--- src/rtl/chain_enc_pkg.sv ---
package chain_enc_pkg;
  typedef struct packed {
    logic capture;
    logic load;
  } ctrlStrobes_t;
endpackage

--- src/rtl/chain_enc_ctrl.sv ---
module chain_enc_ctrl
  import chain_enc_pkg::*;
(
  input  logic         clk,
  input  logic         rst,
  input  logic         measPulse,
  output ctrlStrobes_t strobes,
  output logic         locked
);
  typedef enum logic [1:0] {ST_WAIT, ST_ENCODE, ST_HOLD} state_t;

  state_t state;
  logic   pulseQ;
  logic   fallSeen;

  assign fallSeen = pulseQ && !measPulse;

  always_ff @(posedge clk or posedge rst) begin
    if (rst) begin
      state  <= ST_WAIT;
      pulseQ <= 1'b0;
    end else begin
      pulseQ <= measPulse;
      case (state)
        ST_WAIT:   if (fallSeen) state <= ST_ENCODE;
        ST_ENCODE: state <= ST_HOLD;
        default:   state <= ST_HOLD;
      endcase
    end
  end

  always_comb begin
    strobes.capture = (state == ST_WAIT) && fallSeen;
    strobes.load    = (state == ST_ENCODE);
  end

  assign locked = (state == ST_HOLD);

  // the load step follows a capture by exactly one cycle
  assert_load_after_capture_R6: assert property (@(posedge clk) disable iff (rst)
    strobes.capture |=> strobes.load);

  // once holding, the controller never starts another measurement
  assert_hold_sticky_R7: assert property (@(posedge clk) disable iff (rst)
    locked |=> locked);
endmodule

--- src/rtl/chain_enc_datapath.sv ---
module chain_enc_datapath
  import chain_enc_pkg::*;
#(
  parameter int NUM_TAPS   = 16,
  parameter int NUM_RANGES = 4,
  parameter int COUNT_W    = $clog2(NUM_TAPS + 1),
  parameter int CODE_W     = $clog2(NUM_RANGES)
) (
  input  logic                          clk,
  input  logic                          rst,
  input  ctrlStrobes_t                  strobes,
  input  logic [NUM_TAPS-1:0]           tapIn,
  input  logic [NUM_RANGES*COUNT_W-1:0] rangeLimits,
  output logic [NUM_TAPS-1:0]           tapSnapshot,
  output logic [COUNT_W-1:0]            unitCount,
  output logic [CODE_W-1:0]             rangeCode,
  output logic                          chainOverflow,
  output logic                          measDone
);
  localparam logic [CODE_W-1:0] TOP_CODE = CODE_W'(NUM_RANGES - 1);

  logic [COUNT_W-1:0] runLen;
  logic               runActive;
  logic [CODE_W-1:0]  pickCode;
  logic               allHigh;

  // leading run of ones from tap 0; bubbles above the first zero drop out
  always_comb begin
    runLen    = '0;
    runActive = 1'b1;
    for (int i = 0; i < NUM_TAPS; i++) begin
      if (runActive && tapSnapshot[i]) runLen = COUNT_W'(i + 1);
      else runActive = 1'b0;
    end
  end

  assign allHigh = &tapSnapshot;

  // smallest range whose limit covers the run; scan downward so the lowest wins
  always_comb begin
    pickCode = TOP_CODE;
    for (int r = NUM_RANGES - 1; r >= 0; r--) begin
      if (rangeLimits[r*COUNT_W +: COUNT_W] >= runLen) pickCode = CODE_W'(r);
    end
    if (allHigh) pickCode = TOP_CODE;
  end

  always_ff @(posedge clk or posedge rst) begin
    if (rst) begin
      tapSnapshot   <= '0;
      unitCount     <= '0;
      rangeCode     <= '0;
      chainOverflow <= 1'b0;
      measDone      <= 1'b0;
    end else begin
      if (strobes.capture) tapSnapshot <= tapIn;
      if (strobes.load) begin
        unitCount     <= runLen;
        rangeCode     <= pickCode;
        chainOverflow <= allHigh;
      end
      measDone <= strobes.load;
    end
  end

  assert_done_single_R6: assert property (@(posedge clk) disable iff (rst)
    measDone |=> !measDone);

  assert_overflow_code_R5: assert property (@(posedge clk) disable iff (rst)
    chainOverflow |-> (rangeCode == TOP_CODE && unitCount == COUNT_W'(NUM_TAPS)));

  assert_count_bound_R3: assert property (@(posedge clk) disable iff (rst)
    unitCount <= COUNT_W'(NUM_TAPS));
endmodule

--- src/rtl/delay_chain_encoder.sv ---
module delay_chain_encoder
  import chain_enc_pkg::*;
#(
  parameter int NUM_TAPS   = 16,
  parameter int NUM_RANGES = 4,
  parameter int COUNT_W    = $clog2(NUM_TAPS + 1),
  parameter int CODE_W     = $clog2(NUM_RANGES)
) (
  input  logic                          clk,
  input  logic                          rst,
  input  logic                          measPulse,
  input  logic [NUM_TAPS-1:0]           tapIn,
  input  logic [NUM_RANGES*COUNT_W-1:0] rangeLimits,
  output logic [NUM_TAPS-1:0]           tapSnapshot,
  output logic [COUNT_W-1:0]            unitCount,
  output logic [CODE_W-1:0]             rangeCode,
  output logic                          chainOverflow,
  output logic                          measDone
);
  ctrlStrobes_t strobes;
  logic         locked;

  chain_enc_ctrl u_ctrl (
    .clk       (clk),
    .rst       (rst),
    .measPulse (measPulse),
    .strobes   (strobes),
    .locked    (locked)
  );

  chain_enc_datapath #(
    .NUM_TAPS   (NUM_TAPS),
    .NUM_RANGES (NUM_RANGES),
    .COUNT_W    (COUNT_W),
    .CODE_W     (CODE_W)
  ) u_dp (
    .clk           (clk),
    .rst           (rst),
    .strobes       (strobes),
    .tapIn         (tapIn),
    .rangeLimits   (rangeLimits),
    .tapSnapshot   (tapSnapshot),
    .unitCount     (unitCount),
    .rangeCode     (rangeCode),
    .chainOverflow (chainOverflow),
    .measDone      (measDone)
  );

  assert_results_frozen_R7: assert property (@(posedge clk) disable iff (rst)
    (locked && !measDone) |=> ($stable(tapSnapshot) && $stable(unitCount)
                               && $stable(rangeCode) && $stable(chainOverflow) && !measDone));

  assert_done_needs_capture_R6: assert property (@(posedge clk) disable iff (rst)
    measDone |-> $past(strobes.load));
endmodule

--- config.mk ---
export PLATFORM = sky130hd
export DESIGN_NAME = delay_chain_encoder
export DESIGN_NICKNAME = d
export VERILOG_FILES = /design/src/rtl/chain_enc_pkg.sv /design/src/rtl/chain_enc_ctrl.sv /design/src/rtl/chain_enc_datapath.sv /design/src/rtl/delay_chain_encoder.sv
export SDC_FILE = /design/constraint.sdc
export NUM_CORES = 1
export LEC_CHECK = 0
export ABC_AREA = 1
export BUFFER_PORTS_ARGS = -buffer_cell sky130_fd_sc_hd__buf_4
export CAP_MARGIN = 15
export CORE_MARGIN = 5
export CORE_UTILIZATION = 43
export CTS_BUF_LIST = sky130_fd_sc_hd__clkbuf_8
export CTS_CLUSTER_DIAMETER = 80
export DETAILED_ROUTE_END_ITERATION = 8
export PLACE_DENSITY = 0.75
export SYNTH_ARGS = -nofsm -noshare
export SYNTH_HDL_FRONTEND = slang
export SYNTH_SLANG_ARGS = --single-unit
--- constraint.sdc ---
create_clock -name clk -period 2.2 [get_ports clk]
set_input_delay 0.22 -clock clk [delete_from_list [all_inputs] [get_ports clk]]
set_output_delay 0.22 -clock clk [all_outputs]
set_load 0.02 [all_outputs]
# [Word-level counts from Yosys, hierarchy flattened]
# Index checks and enable logic that the tools add are counted.
[word_totals] register_bits=28 output_inout_bits=25 wordCells=69
[classes] magnitude_cmp=3 mux=37 n_eq_ne=2 n_reduce_logical=20
[ops] op="5-bit two-way mux" count=15
[ops] op="1-bit logical AND" count=17
[ops] op="1-bit two-way mux" count=17
[ops] op="16-bit AND reduction" count=1
[ops] op="5-bit >= comparator" count=3
[ops] op="2-bit two-way mux" count=5
[ops] op="2-bit by 1-bit == test with 1-bit output (second input constant)" count=1
[ops] op="2-bit logical NOT" count=1
[ops] op="2-bit by 1-bit inequality test with 1-bit output (second input constant)" count=1
[ops] op="1-bit logical NOT" count=1

# [Logic depth before layout (Yosys ltp)]
# Gate-level depths: netlist (run 1).
[depth] word_depth=36 ltp_mapped=17 mapped_depth_nobuf=17

# [Cells and area by module]
# From an unflattened synthesis (run 1), not the netlist that was laid out.
[unflattened] cells_unflattened=190 area_unflattened_um2=1671.6
[modules_own_cells] module="chain_enc_datapath" cells_per_inst=177 area_each_um2=1556.5 instances=1
[modules_own_cells] module="chain_enc_ctrl" cells_per_inst=13 area_each_um2=115.1 instances=1

# [Worst setup path before layout (run 1)]
# Ideal clock, no wire load.
[synth_timing] kind="register -> register" start="register u_dp.tapSnapshot[1]" end="register u_dp.rangeCode[0]" arrival_ps=2097 setup_time_ps=127 slack_ps=-24 path_stages_with_launch=16 path_buffers=0 path_cell_list="dfrtp_1 -> nand2_2 -> nor2_4 -> nand3_4 -> nor2_8 -> nand3b_1 -> and2_1 -> ha_1 -> nand2_1 -> inv_1 -> o21ai_0 -> nand3_1 -> nor2_1 -> nand2_1 -> nand2_1 -> nand3_1"
[synth_between] elab_chain_len=35
[synth_rtl] element="start: declaration" line_no="chain_enc_datapath.sv:14" text="output logic [NUM_TAPS-1:0] tapSnapshot,"
[synth_rtl] element="start signal: assignment" line_no="chain_enc_datapath.sv:56" text="if (strobes.capture) tapSnapshot <= tapIn;"
[synth_rtl] element="1-bit logical AND" line_no="chain_enc_datapath.sv:32" text="if (runActive && tapSnapshot[i]) runLen = COUNT_W'(i + 1);"
[synth_rtl] element="1-bit two-way mux" line_no="chain_enc_datapath.sv:32"
[synth_rtl] element="1-bit logical AND" line_no="chain_enc_datapath.sv:32"
[synth_rtl] element="1-bit two-way mux" line_no="chain_enc_datapath.sv:32"
[synth_rtl] element="1-bit logical AND" line_no="chain_enc_datapath.sv:32"
[synth_rtl] element="1-bit two-way mux" line_no="chain_enc_datapath.sv:32"
[synth_rtl] element="1-bit logical AND" line_no="chain_enc_datapath.sv:32"
[synth_rtl] element="1-bit two-way mux" line_no="chain_enc_datapath.sv:32"
[synth_rtl] element="(+18 left out)"
[synth_rtl] element="1-bit logical AND" line_no="chain_enc_datapath.sv:32"
[synth_rtl] element="1-bit two-way mux" line_no="chain_enc_datapath.sv:32"
[synth_rtl] element="1-bit logical AND" line_no="chain_enc_datapath.sv:32"
[synth_rtl] element="5-bit two-way mux" line_no="chain_enc_datapath.sv:32"
[synth_rtl] element="5-bit >= comparator" line_no="chain_enc_datapath.sv:43" text="if (rangeLimits[r*COUNT_W +: COUNT_W] >= runLen) pickCode = CODE_W'(r);"
[synth_rtl] element="1-bit two-way mux" line_no="chain_enc_datapath.sv:43"
[synth_rtl] element="2-bit two-way mux (2 in a row)" line_no="chain_enc_datapath.sv:43"
[synth_rtl] element="2-bit two-way mux (*)" line_no="chain_enc_datapath.sv:45" text="if (allHigh) pickCode = TOP_CODE;"
[synth_rtl] element="end signal: assignment" line_no="chain_enc_datapath.sv:59" text="rangeCode <= pickCode;"
[synth_rtl] element="end: declaration" line_no="chain_enc_datapath.sv:16" text="output logic [CODE_W-1:0] rangeCode,"
# Every way passes the cells marked *; elsewhere a longest branch is shown, timed or not.
# A chain may end at the register's enable or synchronous reset.

# [Worst setup path in the final report (run 1)]
[layout_timing] start="register u_dp.tapSnapshot[0]" end="register u_dp.rangeCode[0]"
[layout_between] elab_chain_len=36
[layout_rtl] element="1-bit two-way mux" line_no="chain_enc_datapath.sv:32"
[layout_rtl] element="1-bit logical AND" line_no="chain_enc_datapath.sv:32"
[layout_rtl] element="1-bit two-way mux" line_no="chain_enc_datapath.sv:32"
[layout_rtl] element="1-bit logical AND" line_no="chain_enc_datapath.sv:32"
[layout_rtl] element="1-bit two-way mux" line_no="chain_enc_datapath.sv:32"
[layout_rtl] element="1-bit logical AND" line_no="chain_enc_datapath.sv:32"
[layout_rtl] element="1-bit two-way mux" line_no="chain_enc_datapath.sv:32"
[layout_rtl] element="1-bit logical AND" line_no="chain_enc_datapath.sv:32"
[layout_rtl] element="(+21 left out)"
[layout_rtl] element="1-bit logical AND" line_no="chain_enc_datapath.sv:32"
[layout_rtl] element="5-bit two-way mux (*)" line_no="chain_enc_datapath.sv:32"
[layout_rtl] element="net u_dp.runLen[0]" line_no="chain_enc_datapath.sv:22" text="logic [COUNT_W-1:0] runLen;"
[layout_rtl] element="5-bit >= comparator" line_no="chain_enc_datapath.sv:43"
[layout_rtl] element="1-bit two-way mux" line_no="chain_enc_datapath.sv:43"
[layout_rtl] element="2-bit two-way mux" line_no="chain_enc_datapath.sv:43"
[layout_rtl] element="2-bit two-way mux (*)" line_no="chain_enc_datapath.sv:43"
[layout_rtl] element="2-bit two-way mux (*)" line_no="chain_enc_datapath.sv:45"
# The timed path passes the listed nets; every way through them passes the cells marked *.

==> run summary, run 1 <==
die height: 71.79 um
min-delay worst type: in2async
Max VDD drop: 482.5 uV
Tcrit/Tclk final: 96.20%
Syn. warnings: 0
crit path time final: 2.116 ns
failing checks: hold timing
Clk pwr share: 21.1%
P_sw: 0.6799 mW
ys flop type: dfrtp_1
Root Buffer: clkbuf_8
Area contributors post-synth: dfrtp_1 (43%), nand2_1 (19%), ha_1 (11%)
Post-synth EDFFs: 0
GRT overflow: 0
most frequent cells after synthesis: nand2_1 (82), dfrtp_1 (28), inv_1 (24)
number of I/O pins: 64
CTS clock-pin slew for the worst setup and hold paths: 0.09 ns
DR vias: 1529
setup ws final: 0.08353 ns
drt initial violations: 66
drt drc: 0
WL final: 4132 um
Final #Nets: 332
Worst Max-Slew Pin Slew: 0.3510 ns
Clock Sinks: 28
Arr. time, crit path: 2.28 ns
async set or reset register ratio after synthesis: 100.0%
net count after synthesis: 259
Rel. slew slack: 76.60%
status: finished with violations
Max FO, Critical Path: 7
Sw Ratio: 35.93%
CTS tree: yes
Netlist cell types: 24
worst-case clock skew: 0.004788 ns
Startpoint Class: flip-flop
GRT Total Usage: 15.56%
mean post-synth cell area: 8.008 um^2
gpl congestion: 0.8189
Port Buf Inserts: 58
vias in the first global route: 1507
FP Rows: 22
first-pass GRT wire length: 6582 um
# diodes: 0
FMAX: 0.4725 GHz
share of layout cells above drive strength 1: 36.10%
final core occ: 64.42%
Leakage: 1.265 nW
setup violators final: 0
htree depth: 1
Setup crit end kind: flip-flop
initial antenna violation count: 0
Gate power share: 39.8%
Final Hold Vio Count: 9
cell-internal power: 1.213 mW
power share of the sequential group: 39.1%
router iterations before antenna repair: 4
kind of critical path: reg2reg
Die X: 71.79 um
RSZ-0062 raised after global routing: yes
maximum number of pins on one net before global-route repair: 29
pwr/cell area: 796.5 nW/um^2
synthesized area: 1642 um^2
Die Area: 5153 um^2
total core area: 3689 um^2
Max Slew Vio Count: 0
DP HPWL: 3107 um
Worst Path Required: 2.36 ns
worst hold slack: -0.004480 ns
post-route ant nets: 0
area leader, netlist: dfrtp_1
Routed wire per std cell: 12.71 um
P&R area growth vs syn: 44.74%
most numerous cell in the Yosys netlist: nand2_1
Starting Density: 44.50%
Max Buffers Root-to-Sink: 2
sequential area share after synthesis: 42.68%
TritonCTS Buffers: 3
Max-Cap Viols: 0
vias per cell: 4.705
synthesized flop and latch total: 28
Clock Latency Late Sink: 0.27 ns
share of the synthesized area in the top cell type: 42.68%
Place WS: -0.03280 ns
synthesized instance count: 205
-- final cells by class --
class	instances	area, um^2
fillers	323	1313
well taps	48	60.06
clock inverters	1	30.03
inverters	29	108.9
flip-flops and latches	28	704.4
clock buffers	3	41.29
repair buffers	70	529.3
multi-input cells	146	902.1
-- path summary, 6_finish.rpt --
path                                            startpoint                              end  slack, ns  cells after the start
min reg2reg                  u_dp.unitCount[4]$_DFFE_PP0P_    u_dp.unitCount[4]$_DFFE_PP0P_       0.50                      2
min                                                    rst   u_dp.chainOverflow$_DFFE_PP0P_     -0.004                      3
max in group asynchronous                              rst  u_dp.tapSnapshot[2]$_DFFE_PP0P_       1.92                      3
min in group clk                                 measPulse          u_ctrl.pulseQ$_DFF_PP0_       0.08                      1
max                        u_dp.tapSnapshot[0]$_DFFE_PP0P_    u_dp.rangeCode[0]$_DFFE_PP0P_       0.08                     15
max reg2reg                u_dp.tapSnapshot[0]$_DFFE_PP0P_    u_dp.rangeCode[0]$_DFFE_PP0P_       0.08                     15
-- what timing repair did --
action | in CTS | in global routing
endpoints found under the setup margin | 1 | 2
buffers inserted | 1 | 1
gates resized for setup | 2 | 14
pin swaps | 1 | 6
hold buffers | 0 | 0
-- flip-flops by register name, indices dropped and copies added (netlist names) --
name,flops
u_dp.tapSnapshot,16
u_dp.unitCount,5
u_dp.measDone,1
u_dp.rangeCode,2
u_dp.chainOverflow,1
u_ctrl.state,2
u_ctrl.pulseQ,1
-- power groups by stage --
stage	sequential, mW	clock, mW	combinational [mW]
2_1_floorplan	0.870	0	0.253
3_3_place_gp	0.743	0	0.700
3_5_place_dp	0.746	0	0.718
4_1_cts	0.737	0.408	0.723
5_1_grt	0.759	0.428	0.836
6_report	0.740	0.400	0.753
-- metal layers --
layer  track usage, %  share of wire, %
met5                0                 0
met4            3.549              0.70
met3            3.226               6.5
met2            26.22                49
met1            20.51                44
-- kinds of logic after synthesis --
group	share of synthesized area [%]
flip-flops	42.68
AND/OR/NAND/NOR	32.85
AO/OA/AOI/OAI	5.793
adder cells (fa/ha/maj)	11.43
buffers and inverters	7.241
-- cells in the final DEF (no fill, tap or decap), types with 2 or more instances in the layout --
cell,n
dfrtp_1,25
nor2_2,3
o21ai_0,7
nand2_1,80
nand4_1,10
nand3_1,4
ha_1,10
nand3_4,2
buf_4,69
nor2_4,2
a21oi_1,4
nand2_2,3
inv_2,4
o21ai_1,4
nor2_1,4
ha_4,5
clkbuf_8,3
dfrtp_2,3
inv_1,24
a31oi_1,2
-- metrics by stage --
| stage | cell area [um^2] | std cells | power [mW] | hold WS, ns | TNS [ns] |
|---|---|---|---|---|---|
| floorplan | 1645 | 205 | 1.123 | 0.2514 | 0 |
| finish | 2376 | 325 | 1.892 | -0.004480 | 0 |
| global placement | 2206 | 319 | 1.443 | 0.3102 | 0 |
| global route | 2376 | 325 | 2.024 | 0.02800 | -0.09627 |
| CTS | 2287 | 324 | 1.869 | 0.002282 | 0 |
| detailed placement | 2206 | 319 | 1.463 | 0.3079 | -0.03280 |
-- worst max-delay path: stages, from the launching register on --
cell     delay [ns]
dfrtp_2        0.39
nand2_2        0.08
nor2_4         0.13
nand3_4        0.11
nor2_8         0.11
buf_6          0.11
nand3_4        0.12
and3_4         0.21
ha_1           0.27
nand2_1        0.04
inv_1          0.05
nand4_1        0.09
nand4_1        0.11
nand2_1        0.06
nand2_1        0.06
nand3_1        0.06
(Power assumes the default switching activity.)
==> inputs of run 2 (changes only) <==
- ABC_AREA: 1 -> 0
- CORE_UTILIZATION: 43 -> 45
- PLACE_DENSITY: 0.75 -> 0.79
==> run summary, run 2 <==
status: finished with violations
failing checks: setup timing
Reg2Reg Setup Slack: -0.26 ns
Clock Sinks: 28
Max-Cap Viols: 0
router iterations before antenna repair: 4
vias per cell: 5.267
most numerous cell in the Yosys netlist: dfrtp_1
Arr. time, crit path: 2.62 ns
htree depth: 1
synthesized area: 1541 um^2
Worst Path Required: 2.36 ns
first-pass GRT wire length: 7155 um
Critical path buffers and inverters: 1
CTS clock-pin slew for the worst setup and hold paths: 0.09 ns
# diodes: 0
Biggest register: u_dp.tapSnapshot
Setup crit end kind: flip-flop
Max Buffers Root-to-Sink: 2
GRT Total Usage: 20.52%
crit path cell chain: nand4_1, nor2_2, a311oi_2, a21oi_4, buf_6, ha_4, nand3_2, a21oi_2, a2111oi_4, a221o_2
DR vias: 1517
top flop regs: u_dp.tapSnapshot (16), u_dp.unitCount (5)
P&R area growth vs syn: 73.62%
setup ws final: -0.2589 ns
Startpoint Class: flip-flop
DP HPWL: 3194 um
initial antenna violation count: 0
Port Buf Inserts: 58
Post-synth EDFFs: 0
async set or reset register ratio after synthesis: 100.0%
Max Slew Vio Count: 0
Final #Nets: 297
total core area: 3337 um^2
Die Area: 4696 um^2
Worst Max-Slew Pin Slew: 0.6245 ns
Setup TNS: -0.6256 ns
min-delay worst type: in2async
share of layout cells above drive strength 1: 70.25%
share of the synthesized area in the top cell type: 45.45%
power share of the sequential group: 29.0%
TritonCTS Buffers: 3
commonest non-fill, non-tap cells in the layout: buf_4 (101), dfrtp_1 (21), nand2_1 (12)
net count after synthesis: 188
kind of critical path: reg2reg
crit path time final: 2.459 ns
Die X: 68.53 um
most common cell after layout, fill and taps aside: buf_4
Routed wire per std cell: 18.06 um
sequential area share after synthesis: 45.45%
Crit path max-delay family: compound AO/OA/AOI/OAI gates
WL final: 5202 um
Clock Latency Late Sink: 0.27 ns
post-route ant nets: 0
Leakage: 1.312 nW
Clk pwr share: 9.2%
Final Power: 3.040 mW
Place WS: -0.1809 ns
mean post-synth cell area: 11.50 um^2
CP max stage delay: 0.42 ns
Gate power share: 61.8%
synthesized flop and latch total: 28
gpl congestion: 0.9139
drt drc: 0
cell-internal power: 1.823 mW
synthesized instance count: 134
most frequent cells after synthesis: dfrtp_1 (28), nand2_1 (16), ha_1 (15)
Sw Ratio: 40.05%
Root Buffer: clkbuf_8
Max FO, Critical Path: 4
worst-case clock skew: 0.004155 ns
Crit-path slowest cell: dfrtp_1
drt initial violations: 43
ys flop type: dfrtp_1
Starting Density: 46.19%
FMAX: 0.4067 GHz
RSZ-0062 raised after global routing: yes
number of I/O pins: 64
FP Rows: 21
Max VDD drop: 969.7 uV
area leader, netlist: dfrtp_1
Rel. slew slack: 58.32%
setup violators final: 3
Tcrit/Tclk final: 111.8%
Final Hold Vio Count: 0
maximum number of pins on one net before global-route repair: 19
max reg flops: 16
pwr/cell area: 1136 nW/um^2
P_sw: 1.218 mW
die height: 68.53 um
Netlist cell types: 32
Area contributors post-synth: dfrtp_1 (45%), ha_1 (12%), mux2_4 (6.8%)
CTS tree: yes
GRT overflow: 0
vias in the first global route: 1630
Syn. warnings: 0
==> run 2: logic make-up (layout without fill, tap and decap cells) <==
kind of cell	Yosys count	count (layout)	synth area share [%]
buffers and inverters	10	118	3.977
DFF	28	28	45.45
AOI/OAI and AO/OA	28	28	11.61
and+or+nand+nor	38	38	14.12
adders and majority gates	15	15	12.18
muxes	15	15	12.66
==> run 2: power by group through the flow <==
stage	Clock (mW)	Combinational (mW)	Sequential, mW
after floorplan	0	0.454	1.11
after global placement	0	1.40	0.861
after detailed placement	0	1.45	0.871
after CTS	0.280	1.61	0.870
after global routing	0.304	1.99	0.894
final	0.280	1.88	0.881
==> run 2: worst paths after layout <==
path	start	to	cells after the start
min	rst	u_dp.tapSnapshot[11]$_DFFE_PP0P_	2
max reg2reg	u_dp.tapSnapshot[9]$_DFFE_PP0P_	u_dp.rangeCode[0]$_DFFE_PP0P_	10
min reg2reg	u_dp.chainOverflow$_DFFE_PP0P_	u_dp.chainOverflow$_DFFE_PP0P_	1
max	u_dp.tapSnapshot[9]$_DFFE_PP0P_	u_dp.rangeCode[0]$_DFFE_PP0P_	10
min in group clk	measPulse	u_ctrl.pulseQ$_DFF_PP0_	1
max in group asynchronous	rst	u_dp.chainOverflow$_DFFE_PP0P_	3
==> run 2: timing repair <==
action                     4_1_cts  5_1_grt
buffers inserted                16        8
pin swaps                       14       17
hold buffers                     0        0
setup endpoints to repair        2        3
resized for setup               19       24
==> run 2: metal layers <==
layer / part of all wire [%] / GRT usage (%) / up-vias
li1: - / - / 699
met1: 36 / 22.38 / 727
met2: 55 / 38.86 / 73
met3: 5.8 / 4.052 / 18
met4: 3.6 / 7.196 / 0
met5: 0 / 0 / -
==> run 2: stage by stage <==
step           utilization, %  std cells  hold WS (ns)  cell area [um^2]
2_1_floorplan               -        134        0.2514              1565
3_3_place_gp            66.48        261        0.3216              2218
3_5_place_dp            66.48        261        0.3425              2218
4_1_cts                 74.32        281       0.04509              2480
5_1_grt                 80.20        288       0.05735              2676
6_report                80.20        288       0.02304              2676
==> run 2: worst reg2reg max path, cell delays in order (launching register included) <==
cell and delay (ns):
dfrtp_1 0.42, nand4_1 0.22, nor2_2 0.11, a311oi_2 0.36, a21oi_4 0.12, buf_6 0.14
ha_4 0.26, nand3_2 0.07, a21oi_2 0.19, a2111oi_4 0.08, a221o_2 0.37
==> run 2: layout make-up <==
type | instances | area, um^2
Fill cell | 200 | 660.6
Clock inverter | 1 | 3.754
Multi-Input combinational cell | 96 | 1012
Inverter | 7 | 26.28
Clock buffer | 3 | 41.29
Sequential cell | 28 | 709.4
Tap cell | 46 | 57.56
Timing Repair Buffer | 107 | 825.8
==> inputs of run 3 (changes only) <==
- clock period: 2.2 -> 2.5 ns (I/O delays scaled with it)
==> run summary, run 3 (synthesis results as in run 2) <==
status: completed
pwr/cell area: 993.9 nW/um^2
setup violators final: 0
worst-case clock skew: 0.01124 ns
Setup crit end kind: flip-flop
Max Slew Vio Count: 0
gpl congestion: 0.7804
Starting Density: 46.19%
share of layout cells above drive strength 1: 53.27%
Final #Nets: 269
WL final: 3978 um
Arr. time, crit path: 2.58 ns
CTS tree: yes
vias per cell: 5.108
cell-internal power: 1.365 mW
P&R area growth vs syn: 47.00%
total core area: 3337 um^2
Final Hold Vio Count: 0
number of I/O pins: 64
die height: 68.53 um
top flop regs: u_dp.tapSnapshot (16), u_dp.unitCount (5)
FP Rows: 21
crit path time final: 2.421 ns
drt initial violations: 49
first-pass GRT wire length: 5802 um
TritonCTS Buffers: 3
htree depth: 1
Startpoint Class: flip-flop
Routed wire per std cell: 15.30 um
FMAX: 0.4130 GHz
kind of critical path: reg2reg
max reg flops: 16
most common cell after layout, fill and taps aside: buf_4
maximum number of pins on one net before global-route repair: 29
Max VDD drop: 642.0 uV
DR vias: 1328
WHS Path Cells: 1
Die Area: 4696 um^2
Gate power share: 54.0%
post-route ant nets: 0
Rel. slew slack: 73.72%
Sw Ratio: 39.40%
power share of the sequential group: 34.9%
Worst Path Required: 2.66 ns
Die X: 68.53 um
Max Buffers Root-to-Sink: 2
router iterations before antenna repair: 4
final cell count without fillers: 260
Port Buf Inserts: 58
commonest non-fill, non-tap cells in the layout: buf_4 (77), dfrtp_1 (25), ha_1 (15)
Max FO, Critical Path: 4
Leakage: 1.142 nW
# fillers: 273
DP HPWL: 2978 um
Worst Max-Slew Pin Slew: 0.3935 ns
Clock Sinks: 28
Root Buffer: clkbuf_8
GRT Total Usage: 16.85%
# diodes: 0
P_sw: 0.8872 mW
placed insts: 243
Biggest register: u_dp.tapSnapshot
worst hold slack: 0.09857 ns
vias in the first global route: 1289
drt drc: 0
Clk pwr share: 11.1%
r2r worst-path depth: 12
GRT overflow: 0
Max-Cap Viols: 0
Tcrit/Tclk final: 96.85%
Clock Latency Late Sink: 0.28 ns
initial antenna violation count: 0
CTS clock-pin slew for the worst setup and hold paths: 0.10 ns
min-delay worst type: in2reg
==> run 3: cell types whose count changed in the layout (fill, tap and decap cells not counted), sizes merged <==
| cell | before | now |
|---|---|---|
| dlygate4sd3 | 0 | 1 |
| buf | 107 | 78 |
==> run 3: metal layers <==
layer / GRT usage (%) / routed length (um)
met5: 0 / 0
met4: 8.189 / 78
met3: 4.052 / 333
met2: 26.70 / 1913
met1: 21.47 / 1652
==> run 3: through the flow <==
stage | cell area (um^2) | setup slack (ns) | utilization (%) | setup TNS [ns] | power (mW)
2_1_floorplan | 1544 | 0.0009068 | - | 0 | 1.354
3_3_place_gp | 2062 | 0.08493 | 61.79 | 0 | 1.782
3_5_place_dp | 2062 | -0.004185 | 61.79 | -0.004185 | 1.831
4_1_cts | 2130 | 0.01919 | 63.82 | 0 | 2.129
5_1_grt | 2266 | -0.05585 | 67.90 | -0.05883 | 2.381
6_report | 2266 | 0.07863 | 67.90 | 0 | 2.252
==> run 3: final timing paths <==
path | start | slack (ns) | endpoint
min | measPulse | 0.1 | u_ctrl.pulseQ$_DFF_PP0_
max | u_dp.tapSnapshot[0]$_DFFE_PP0P_ | 0.08 | u_dp.rangeCode[0]$_DFFE_PP0P_
min in group asynchronous | rst | 0.49 | u_dp.unitCount[4]$_DFFE_PP0P_
max reg2reg | u_dp.tapSnapshot[0]$_DFFE_PP0P_ | 0.08 | u_dp.rangeCode[0]$_DFFE_PP0P_
min reg2reg | u_dp.chainOverflow$_DFFE_PP0P_ | 0.49 | u_dp.chainOverflow$_DFFE_PP0P_
max in group asynchronous | rst | 1.60 | u_dp.tapSnapshot[10]$_DFFE_PP0P_
==> run 3: critical path, stage by stage, from the launching register on <==
cell	delay [ns]
dfrtp_2	0.41
nand4_4	0.14
nor3_4	0.17
buf_4	0.16
nand2_2	0.06
nand2_2	0.10
nor2_4	0.05
ha_1	0.27
nor2b_1	0.10
o21ai_0	0.10
a31oi_1	0.25
o21ai_1	0.12
a221o_2	0.36
==> run 3: repair_timing <==
action / 4_1_cts / 5_1_grt
hold buffers: 0 / 1
gates cloned: 0 / 0
endpoints found under the setup margin: 2 / 2
pin swaps: 1 / 3
resized for setup: 0 / 12
setup buffers: 3 / 8
endpoints found under the hold margin: 0 / 5
==> run 3: power groups by stage <==
stage	sequential, mW	combinational, mW	clock [mW]
after floorplan	0.962	0.393	0
after global placement	0.780	1.00	0
after detailed placement	0.797	1.03	0
after CTS	0.776	1.10	0.258
after global routing	0.804	1.30	0.272
final	0.785	1.22	0.251
==> run 3: area by class of cell <==
cell class	instances	area (um^2)	share of cell area, %
Clock buffer	3	41.29	1.822
Tap cell	46	57.56	2.540
Clock inverter	1	3.754	0.1657
Multi-Input combinational cell	96	817.0	36.06
Timing Repair Buffer	79	615.6	27.17
Inverter	7	26.28	1.160
Sequential cell	28	704.4	31.09
